===== config.mk =====
export PLATFORM = sky130hd
export DESIGN_NAME = rx_stat_incr
export DESIGN_NICKNAME = d
export VERILOG_FILES = /design/src/rtl/rx_stat_pkg.sv /design/src/rtl/rx_stat_binner.sv /design/src/rtl/rx_stat_qualify.sv /design/src/rtl/rx_stat_incr.sv
export SDC_FILE = /design/constraint.sdc
export NUM_CORES = 1
export LEC_CHECK = 0
export BUFFER_PORTS_ARGS = -buffer_cell sky130_fd_sc_hd__clkbuf_2
export CAP_MARGIN = 20
export CORE_ASPECT_RATIO = 0.8
export CORE_UTILIZATION = 39
export DETAILED_ROUTE_END_ITERATION = 10
export PLACE_DENSITY = 0.71
export SYNTH_ARGS = -nofsm -noshare
export SYNTH_HDL_FRONTEND = slang
export SYNTH_SLANG_ARGS = --single-unit

===== constraint.sdc =====
create_clock -name clk -period 1.8 [get_ports clk]
set_clock_uncertainty 0.2 [all_clocks]
set_input_delay 0.09 -clock clk [delete_from_list [all_inputs] [get_ports clk]]
set_output_delay 0.09 -clock clk [all_outputs]
set_load 0.005 [all_outputs]

===== src/rtl/rx_stat_pkg.sv =====
package rx_stat_pkg;

    localparam int NUM_BINS = 11;

    // Inclusive lower edge of each histogram bin; bit order is part of the contract.
    function automatic logic [31:0] bin_lo(input int idx);
        case (idx)
            0:       bin_lo = 32'd64;
            1:       bin_lo = 32'd65;
            2:       bin_lo = 32'd128;
            3:       bin_lo = 32'd256;
            4:       bin_lo = 32'd512;
            5:       bin_lo = 32'd1024;
            6:       bin_lo = 32'd1519;
            7:       bin_lo = 32'd1523;
            8:       bin_lo = 32'd1549;
            9:       bin_lo = 32'd2048;
            default: bin_lo = 32'd4096;
        endcase
    endfunction

    // Inclusive upper edge: one below the next bin's lower edge, last bin ends at 8191.
    function automatic logic [31:0] bin_hi(input int idx);
        if (idx >= NUM_BINS - 1)
            bin_hi = 32'd8191;
        else
            bin_hi = bin_lo(idx + 1) - 32'd1;
    endfunction

endpackage


===== src/rtl/rx_stat_binner.sv =====
module rx_stat_binner
    import rx_stat_pkg::*;
#(
    parameter int LEN_W = 14
) (
    input  logic             strobe,
    input  logic [LEN_W-1:0] len,
    output logic [NUM_BINS-1:0] hit
);
    localparam int PAD_W = 32 - LEN_W;

    logic [31:0] len_wide;
    assign len_wide = {{PAD_W{1'b0}}, len};

    for (genvar g = 0; g < NUM_BINS; g++) begin : g_bin
        assign hit[g] = strobe && (len_wide >= bin_lo(g)) && (len_wide <= bin_hi(g));
    end
endmodule


===== src/rtl/rx_stat_qualify.sv =====
module rx_stat_qualify #(
    parameter int LEN_W   = 14,
    parameter int MAXL_W  = 15,
    parameter int MIN_LEN = 64
) (
    input  logic              strobe,
    input  logic [LEN_W-1:0]  len,
    input  logic              fcs_bad,
    input  logic              other_bad,
    input  logic [MAXL_W-1:0] limit,
    output logic              is_good,
    output logic              is_fcs_cnt
);
    localparam int CMP_W = 32;

    logic [CMP_W-1:0] len_wide;
    logic [CMP_W-1:0] lim_wide;
    logic             in_window;

    assign len_wide  = {{(CMP_W-LEN_W){1'b0}}, len};
    assign lim_wide  = {{(CMP_W-MAXL_W){1'b0}}, limit};
    assign in_window = (len_wide >= CMP_W'(MIN_LEN)) && (len_wide <= lim_wide);

    assign is_good    = strobe && !fcs_bad && !other_bad;
    assign is_fcs_cnt = strobe && fcs_bad && in_window;
endmodule


===== src/rtl/rx_stat_incr.sv =====
module rx_stat_incr
    import rx_stat_pkg::*;
#(
    parameter int LEN_W   = 14,
    parameter int MAXL_W  = 15,
    parameter int TOTB_W  = 8,
    parameter int TOTP_W  = 4,
    parameter int MIN_LEN = 64
) (
    input  logic                 clk,
    input  logic                 rst,
    input  logic [TOTB_W-1:0]    raw_bytes,
    input  logic                 eop_valid,
    input  logic [LEN_W-1:0]     eop_len,
    input  logic                 eop_fcs_err,
    input  logic                 eop_err,
    input  logic [MAXL_W-1:0]    max_pkt_len,
    output logic [TOTB_W-1:0]    tot_bytes_inc,
    output logic [TOTP_W-1:0]    tot_pkts_inc,
    output logic [LEN_W-1:0]     good_bytes_inc,
    output logic                 good_pkt_inc,
    output logic                 bad_fcs_inc,
    output logic [NUM_BINS-1:0]  hist_inc
);
    typedef struct packed {
        logic [TOTB_W-1:0]   tot_bytes;
        logic [TOTP_W-1:0]   tot_pkts;
        logic [LEN_W-1:0]    good_bytes;
        logic                good_pkt;
        logic                bad_fcs;
        logic [NUM_BINS-1:0] hist;
    } incr_t;

    incr_t st_d, st_q;

    logic                pkt_good;
    logic                pkt_fcs;
    logic [NUM_BINS-1:0] bin_hit;

    rx_stat_qualify #(
        .LEN_W  (LEN_W),
        .MAXL_W (MAXL_W),
        .MIN_LEN(MIN_LEN)
    ) u_qual (
        .strobe    (eop_valid),
        .len       (eop_len),
        .fcs_bad   (eop_fcs_err),
        .other_bad (eop_err),
        .limit     (max_pkt_len),
        .is_good   (pkt_good),
        .is_fcs_cnt(pkt_fcs)
    );

    rx_stat_binner #(
        .LEN_W(LEN_W)
    ) u_bin (
        .strobe(eop_valid),
        .len   (eop_len),
        .hit   (bin_hit)
    );

    always_comb begin
        st_d            = '0;
        st_d.tot_bytes  = raw_bytes;
        st_d.tot_pkts   = TOTP_W'(eop_valid);
        st_d.good_pkt   = pkt_good;
        st_d.good_bytes = pkt_good ? eop_len : '0;
        st_d.bad_fcs    = pkt_fcs;
        st_d.hist       = bin_hit;
    end

    always_ff @(posedge clk) begin
        if (rst)
            st_q <= '0;
        else
            st_q <= st_d;
    end

    assign tot_bytes_inc  = st_q.tot_bytes;
    assign tot_pkts_inc   = st_q.tot_pkts;
    assign good_bytes_inc = st_q.good_bytes;
    assign good_pkt_inc   = st_q.good_pkt;
    assign bad_fcs_inc    = st_q.bad_fcs;
    assign hist_inc       = st_q.hist;
endmodule


# Yosys cells after proc, flatten, opt, wreduce, memory -nomap -nowiden
# Index checks and enable logic that the tools add are counted.
# word_totals
wordCells	61
input_bits	42
ff_bits	39
out_inout_bits	39
# classes
bitwise_logic	1
n_reduce_logical	30
order_cmp	23
# ops
op	count
14-bit by 11-bit >= comparator with 1-bit output (second input constant)	4
14-bit by 11-bit less-or-equal comparator with 1-bit output (second input constant)	4
14-bit by 7-bit >= comparator with 1-bit output (second input constant)	2
14-bit by 7-bit less-or-equal comparator with 1-bit output (second input constant)	2
1-bit logical AND	27
14-bit by 15-bit less-or-equal comparator with 1-bit output	1
14-bit by 10-bit >= comparator with 1-bit output (second input constant)	1
14-bit by 12-bit >= comparator with 1-bit output (second input constant)	1
14-bit by 13-bit >= comparator with 1-bit output (second input constant)	1
14-bit by 8-bit >= comparator with 1-bit output (second input constant)	1
14-bit by 9-bit >= comparator with 1-bit output (second input constant)	1
14-bit by 10-bit less-or-equal comparator with 1-bit output (second input constant)	1
14-bit by 12-bit less-or-equal comparator with 1-bit output (second input constant)	1
14-bit by 13-bit less-or-equal comparator with 1-bit output (second input constant)	1
14-bit by 8-bit less-or-equal comparator with 1-bit output (second input constant)	1
14-bit by 9-bit less-or-equal comparator with 1-bit output (second input constant)	1
1-bit zero test	2
2-bit OR reduction	1
1-bit NOT	1

# Longest topological paths before layout
# Gate-level depths: netlist of run 1.
# logic_depth
ltp_word	5
mapped_depth	6
depth_no_buf	6

# Hierarchy
# From an unflattened synthesis of run 1, not the netlist that was laid out.
# hier_totals
cells_unflattened	178
area_unflattened_um2	1721.7
# by_module_without_submodules
mod	cells_each	seq_area_each_um2	area_per_inst_um2	n_inst
rx_stat_incr	80	720.7	1029.7	1
rx_stat_qualify	56	0.0	406.6	1
rx_stat_binner	42	0.0	285.3	1

# Worst setup path before layout of run 1
# OpenSTA, ideal clock, no wires.
# synth_timing
path_type	in2reg
from	input max_pkt_len[12]
to	register st_q, in the netlist bad_fcs_inc
path_buffers	0
arrival_ps	1202
path_slack_ps	338
setup_time_ps	59
stages	6
required_ps	1541
path_cell_list	inv_1 -> ha_1 -> nand4b_4 -> or3_1 -> o22ai_1 -> and3_1
# synth_between
elab_chain_len	3
# synth_rtl
element	line_no	text
start: declaration	rx_stat_incr.sv:17	input logic [MAXL_W-1:0] max_pkt_len,
14-bit by 15-bit less-or-equal comparator with 1-bit output	rx_stat_qualify.sv:22	assign in_window = (len_wide >= CMP_W'(MIN_LEN)) && (len_wide <= lim_wide);
1-bit logical AND	rx_stat_qualify.sv:22	
1-bit logical AND	rx_stat_qualify.sv:25	assign is_fcs_cnt = strobe && fcs_bad && in_window;
end signal: assignment	rx_stat_incr.sv:76	st_q <= st_d;
end: declaration	rx_stat_incr.sv:34	incr_t st_d, st_q;
# Every way passes these cells.
# A chain may end at the register's enable or synchronous reset.

# Final worst setup path of run 1
# layout_timing
from	input eop_err
to	register st_q, in the netlist good_bytes_inc[2]
# layout_between
elab_chain_len	4
# layout_rtl
element	line_no	text
start: declaration	rx_stat_incr.sv:16	input logic eop_err,
1-bit zero test	rx_stat_qualify.sv:24	assign is_good = strobe && !fcs_bad && !other_bad;
1-bit logical AND	rx_stat_qualify.sv:24	
1-bit NOT (no line)	n/a	
2-bit OR reduction (no line)	n/a	
# Every way passes these cells.

==> flow_metrics.env, run 1 <==
export IMPL_hpwlAfterDp_um=2700
export IMPL_synth_enable_flop_cells=0
export IMPL_detail_route_drc_violations=0
export IMPL_vias=1576
export IMPL_synth_top_cells_by_area="sky130_fd_sc_hd__dfxtp_1 48%, sky130_fd_sc_hd__ha_1 12%, sky130_fd_sc_hd__and2_1 5.8%, sky130_fd_sc_hd__nor2b_1 3.7%, sky130_fd_sc_hd__inv_1 3.5%"
export IMPL_timing_final_setup_violations=1
export IMPL_min_path_type="in2reg"
export IMPL_design_core_area_um2=3570
export IMPL_synth_cells=152
export IMPL_cap_violations=0
export IMPL_slowest_stage="sky130_fd_sc_hd__dlygate4sd3_1"
export IMPL_design_area_um2=2500
export IMPL_critical_path_buf_inv_count=3
export IMPL_totalNegativeSetupSlack_ns=-0.00189
export IMPL_drt_first_iter_violations=33
export IMPL_synth_yosys_seq_area_share_pct=47.6
export IMPL_synth_ff_type="sky130_fd_sc_hd__dfxtp_1"
export IMPL_buffer_levels_on_the_longest_clock_path=2
export IMPL_synth_most_common_cell="sky130_fd_sc_hd__dfxtp_1"
export IMPL_place_ws_ns=0.157
export IMPL_power_mw=1.80
export IMPL_violations="setup timing"
export IMPL_yosys_area_share_xor_xnor_pct=0
export IMPL_die_width_um=71.7
export IMPL_globalRouteOverflowTotal=0
export IMPL_run_status="finished, violations left"
export IMPL_final_slew_viol_count=0
export IMPL_top_level_ports=81
export IMPL_crit_required_ns=1.83
export IMPL_worst_setup_hold_path_clk_slew_ns=0.08
export IMPL_muxShareOfSynthArea_pct=0
export IMPL_syn_area_per_cell_um2=9.96
export IMPL_antenna_violations_before_repair=0
export IMPL_path_delay_family="buffers and inverters"
export IMPL_gp_congestion=0.801
export IMPL_critical_path_max_stage_delay_ns=0.58
export IMPL_wirelength_um=4210
export IMPL_routed_antenna_nets=0
export IMPL_rows=19
export IMPL_port_buffers=77
export IMPL_cp_cell_sequence="dlygate4sd3_1, clkbuf_2, nor3_4, and2_1, dlygate4sd3_1"
export IMPL_synthSimpleGateAreaFrac_pct=27.2
export IMPL_number_of_distinct_library_cells_after_synthesis=37
export IMPL_synth_top_area_share_pct=47.6
export IMPL_clock_sink_count=36
export IMPL_die_area_um2=4140
export IMPL_cts_inserted_buffers=5
export IMPL_timing_final_crit_share_pct=100
export IMPL_postSynth_asyncResetShare_pct=0
export IMPL_diodes=0
export IMPL_fin_crit_ns=1.80
export IMPL_tritoncts="built"
export IMPL_layout_cells_non_filler=321
export IMPL_vertical_die_dimension_um=57.7
export IMPL_worstSetupStartpointType="input pin"
export IMPL_fill_cells=264
export IMPL_initial_utilization_pct=42.5
export IMPL_ys_ff_latch=36
export IMPL_leading_cell_types_by_count_after_synthesis="36 x sky130_fd_sc_hd__dfxtp_1, 14 x sky130_fd_sc_hd__and2_1, 14 x sky130_fd_sc_hd__ha_1, 14 x sky130_fd_sc_hd__inv_1, 9 x sky130_fd_sc_hd__nor2b_1"
export IMPL_place_detailed_instances=270
export IMPL_timing_final_ws_setup_ns=-0.00189
export IMPL_placement_cell_area_um2=1940
export IMPL_yosysWarningCount=0
export IMPL_synth_compound_area_share_pct=7.85
export IMPL_syn_cell_area_um2=1510
export IMPL_cpMostUsedCell="sky130_fd_sc_hd__dlygate4sd3_1"
export IMPL_multi_input_area_um2=742
export IMPL_crit_path_max_fanout=5
export IMPL_yosys_area_share_adder_pct=11.6
export IMPL_grt_util_overall_pct=20.3
export IMPL_htreeDepth=2
export IMPL_vdd_ir_drop_worst_mv=0.354
export IMPL_worst_setup_path_class="in2reg"
export IMPL_maxClockFrequency_ghz=0.555
export IMPL_dominant_combinational_cell_family_by_area_after_synthesis="simple AND/OR/NAND/NOR gates"
export IMPL_grt_first_pass_wirelength_um=6380
export IMPL_total_leakage_power_nw=1.29
export IMPL_clock_tree_root_cell="sky130_fd_sc_hd__clkbuf_8"
export IMPL_drt_first_pass_iters=4
export IMPL_hold_violations_final=0
export IMPL_worstPathArrival_ns=1.83
export IMPL_grt_start_max_net_pins=13
export IMPL_vias_per_cell=4.91
export IMPL_nets=334
export IMPL_grt_pass1_vias=1424
export IMPL_drive_gt1_share_pct=34.1
export IMPL_area_growth_synth_to_final_pct=65.4
export IMPL_routedWlPerCell_um=13.1
export IMPL_synth_top_area_cell="sky130_fd_sc_hd__dfxtp_1"
export IMPL_worst_setup_ep_type="flip-flop"
export IMPL_area_sequential_um2=721
export IMPL_power_per_cell_area_nw_per_um2=720
## logic make-up after synthesis
group | Yosys count
buffers and inverters | 19
and+or+nand+nor | 64
DFF | 36
adders and majority gates | 14
other | 1
AOI/OAI and AO/OA | 18
## metal layers
| layer | global-route usage [%] | routed length [µm] |
|---|---|---|
| met2 | 34.0 | 1970 |
| met3 | 4.52 | 306 |
| met5 | 0 | 0 |
| met1 | 25.4 | 1790 |
| met4 | 8.96 | 129 |
## placed cells by master (no fill, tap or decap), types with 5 or more instances in the layout
cell type and instances:
sky130_fd_sc_hd__clkbuf_2 76, sky130_fd_sc_hd__dlygate4sd3_1 41, sky130_fd_sc_hd__dfxtp_1 36, sky130_fd_sc_hd__inv_1 14, sky130_fd_sc_hd__and2_1 14, sky130_fd_sc_hd__ha_1 13
sky130_fd_sc_hd__nor2b_1 9, sky130_fd_sc_hd__nor2_1 8, sky130_fd_sc_hd__nand2_1 5, sky130_fd_sc_hd__nor3_1 5, sky130_fd_sc_hd__clkbuf_8 5
## power breakdown
part / switching, mW / internal [mW]
sequential: 0.00508 / 0.815
combinational: 0.130 / 0.154
clock: 0.288 / 0.409
## path summary, 6_finish.rpt
kind                   startpoint           endpoint  slack, ns  depth (start not counted)
hold / removal    max_pkt_len[14]        bad_fcs_inc       0.07                          4
setup / recovery          eop_err  good_bytes_inc[2]     -0.002                          5
## through the flow
stage / utilization [%] / hold slack (ns)
global placement: 54.4 / 0.0901
floorplan: - / -0.0384
CTS: 69.0 / 0.0369
detailed placement: 54.4 / 0.101
finish: 70.2 / 0.0732
global route: 70.2 / 0.0718
## cell type report
type	count	share of cell area, %
clock buffer	5	2.75
timing repair buffer	121	32.8
tap	42	2.10
sequential	36	28.8
multi-input combinational	99	29.6
clock inverter	3	1.70
inverter	15	2.25
## state kept, by name, indices dropped and copies added (netlist names)
register / cells
hist_inc: 11
tot_pkts_inc: 1
good_pkt_inc: 1
tot_bytes_inc: 8
good_bytes_inc: 14
bad_fcs_inc: 1
## timing repair
item | 4_1_cts | 5_1_grt
hold buffers | 41 | 0
resized for setup | 0 | 3
setup buffers | 0 | 3
hold endpoints to repair | 36 | 0
endpoints found under the setup margin | 0 | 5
## worst min-delay path: cells and delay by family
kind	cells	cell delay [ns]
buffers and inverters	1	0.10
AND/OR/NAND/NOR	1	0.16
AO/OA/AOI/OAI	2	0.19
Power figures use the tool's default switching activity.
==> run 2: changes to the inputs <==
Settings changed: CELL_PAD_IN_SITES_DETAIL_PLACEMENT from default to 1, CELL_PAD_IN_SITES_GLOBAL_PLACEMENT from default to 1, CORE_UTILIZATION 39 to 32, PLACE_DENSITY 0.71 to default, PLACE_DENSITY_LB_ADDON from default to 0.1.
Clock period 1.8 ns to 2 ns, I/O delays scaled along.
==> flow_metrics.env, run 2 (synthesis gave the netlist of run 1 again) <==
export IMPL_die_width_um=78.9
export IMPL_crit_required_ns=2.04
export IMPL_area_growth_synth_to_final_pct=61.2
export IMPL_clock_sink_count=36
export IMPL_worstSetupStartpointType="input pin"
export IMPL_layout_cells_non_filler=328
export IMPL_wirelength_um=4700
export IMPL_worst_setup_hold_path_clk_slew_ns=0.07
export IMPL_buffer_levels_on_the_longest_clock_path=2
export IMPL_vias_per_cell=4.60
export IMPL_final_slew_viol_count=0
export IMPL_drt_first_pass_iters=4
export IMPL_detail_route_drc_violations=0
export IMPL_grt_first_pass_wirelength_um=7660
export IMPL_nets=326
export IMPL_routedWlPerCell_um=14.3
export IMPL_die_area_um2=5010
export IMPL_final_core_utilization_pct=56.0
export IMPL_setup_repair_after_global_routing_missed_its_margin="no"
export IMPL_power_per_cell_area_nw_per_um2=662
export IMPL_rows=21
export IMPL_initial_utilization_pct=34.7
export IMPL_place_detailed_instances=285
export IMPL_timing_final_crit_share_pct=95.1
export IMPL_total_leakage_power_nw=1.24
export IMPL_timing_final_setup_violations=0
export IMPL_top_level_ports=81
export IMPL_worst_hold_path_num_cells=5
export IMPL_vertical_die_dimension_um=63.5
export IMPL_worst_setup_ep_type="flip-flop"
export IMPL_min_path_type="in2reg"
export IMPL_run_status="completed"
export IMPL_largest_register_ff_count=14
export IMPL_design_core_area_um2=4360
export IMPL_vdd_ir_drop_worst_mv=0.433
export IMPL_hpwlAfterDp_um=3290
export IMPL_worstPathArrival_ns=1.94
export IMPL_antenna_violations_before_repair=0
export IMPL_totalNegativeSetupSlack_ns=0
export IMPL_drive_gt1_share_pct=34.3
export IMPL_layout_common_cells="77 x sky130_fd_sc_hd__clkbuf_2, 36 x sky130_fd_sc_hd__dfxtp_1, 35 x sky130_fd_sc_hd__dlygate4sd3_1"
export IMPL_maxClockFrequency_ghz=0.526
export IMPL_grt_util_overall_pct=20.2
export IMPL_vias=1509
export IMPL_port_buffers=77
export IMPL_hold_violations_final=0
export IMPL_leading_cell_type_in_the_layout_fill_and_taps_excluded="sky130_fd_sc_hd__clkbuf_2"
export IMPL_grt_pass1_vias=1617
export IMPL_htreeDepth=2
export IMPL_globalRouteOverflowTotal=0
export IMPL_diodes=0
export IMPL_cap_violations=0
export IMPL_tritoncts="built"
export IMPL_cts_inserted_buffers=5
export IMPL_drt_first_iter_violations=31
export IMPL_post_cts_setup_buffers=0
export IMPL_gp_congestion=0.801
export IMPL_routed_antenna_nets=0
export IMPL_worst_setup_path_class="in2reg"
export IMPL_crit_path_max_fanout=4
export IMPL_fin_crit_ns=1.90
export IMPL_fin_hold_ws_ns=0.0522
export IMPL_clock_tree_root_cell="sky130_fd_sc_hd__clkbuf_8"
export IMPL_grt_start_max_net_pins=12
## run 2: changes by cell type in the layout (fill, tap and decap cells not counted), sizes merged
cell	before	now
dlygate4sd3	41	35
buf	4	1
clkbuf	81	83
clkinvlp	1	0
## run 2: layout make-up
cell class | instances | area (µm²)
clock buffers | 6 | 72.6
clock inverters | 2 | 35.0
fillers | 530 | 1920
inverters | 15 | 56.3
multi-input cells | 99 | 742
flip-flops and latches | 36 | 721
well taps | 57 | 71.3
repair buffers | 113 | 743
## run 2: path summary, 6_finish.rpt
path / from / endpoint / slack (ns)
min: eop_len[0] / hist_inc[7] / 0.05
max: eop_len[11] / bad_fcs_inc / 0.1
## run 2: what timing repair did
action,in CTS,in global routing
resized for setup,0,2
endpoints found under the hold margin,33,0
endpoints found under the setup margin,0,1
hold buffers,35,0
## run 2: report_power, final
| part | internal (mW) | switching, mW |
|---|---|---|
| clock network | 0.370 | 0.257 |
| logic | 0.135 | 0.116 |
| registers | 0.734 | 0.00486 |
| total | 1.24 | 0.378 |
## run 2: per-layer routing
layer / GRT usage [%] / up-vias / share of wire (%) / routed length [µm]
met3: 5.51 / 6 / 6.8 / 318
li1: - / 747 / - / -
met5: 0 / - / 0 / 0
met4: 5.91 / 0 / 0.98 / 46
met1: 22.3 / 698 / 41 / 1920
met2: 37.5 / 58 / 51 / 2420
## run 2: per-stage QoR
stage               worst slack [ns]  total power [mW]  area (µm²)
floorplan                      0.528             0.848        1520
global placement               0.380             0.934        1960
detailed placement             0.299             0.947        1960
CTS                           0.0520              1.61        2420
global route                 0.00435              1.69        2440
finish                        0.0973              1.62        2440
## run 2: worst max-delay path: stages
cell and delay (ns):
sky130_fd_sc_hd__dlygate4sd3_1 0.55, sky130_fd_sc_hd__clkbuf_2 0.14, sky130_fd_sc_hd__ha_1 0.32, sky130_fd_sc_hd__nand4b_4 0.12
sky130_fd_sc_hd__or3_1 0.39, sky130_fd_sc_hd__o22ai_1 0.16, sky130_fd_sc_hd__and3_1 0.16
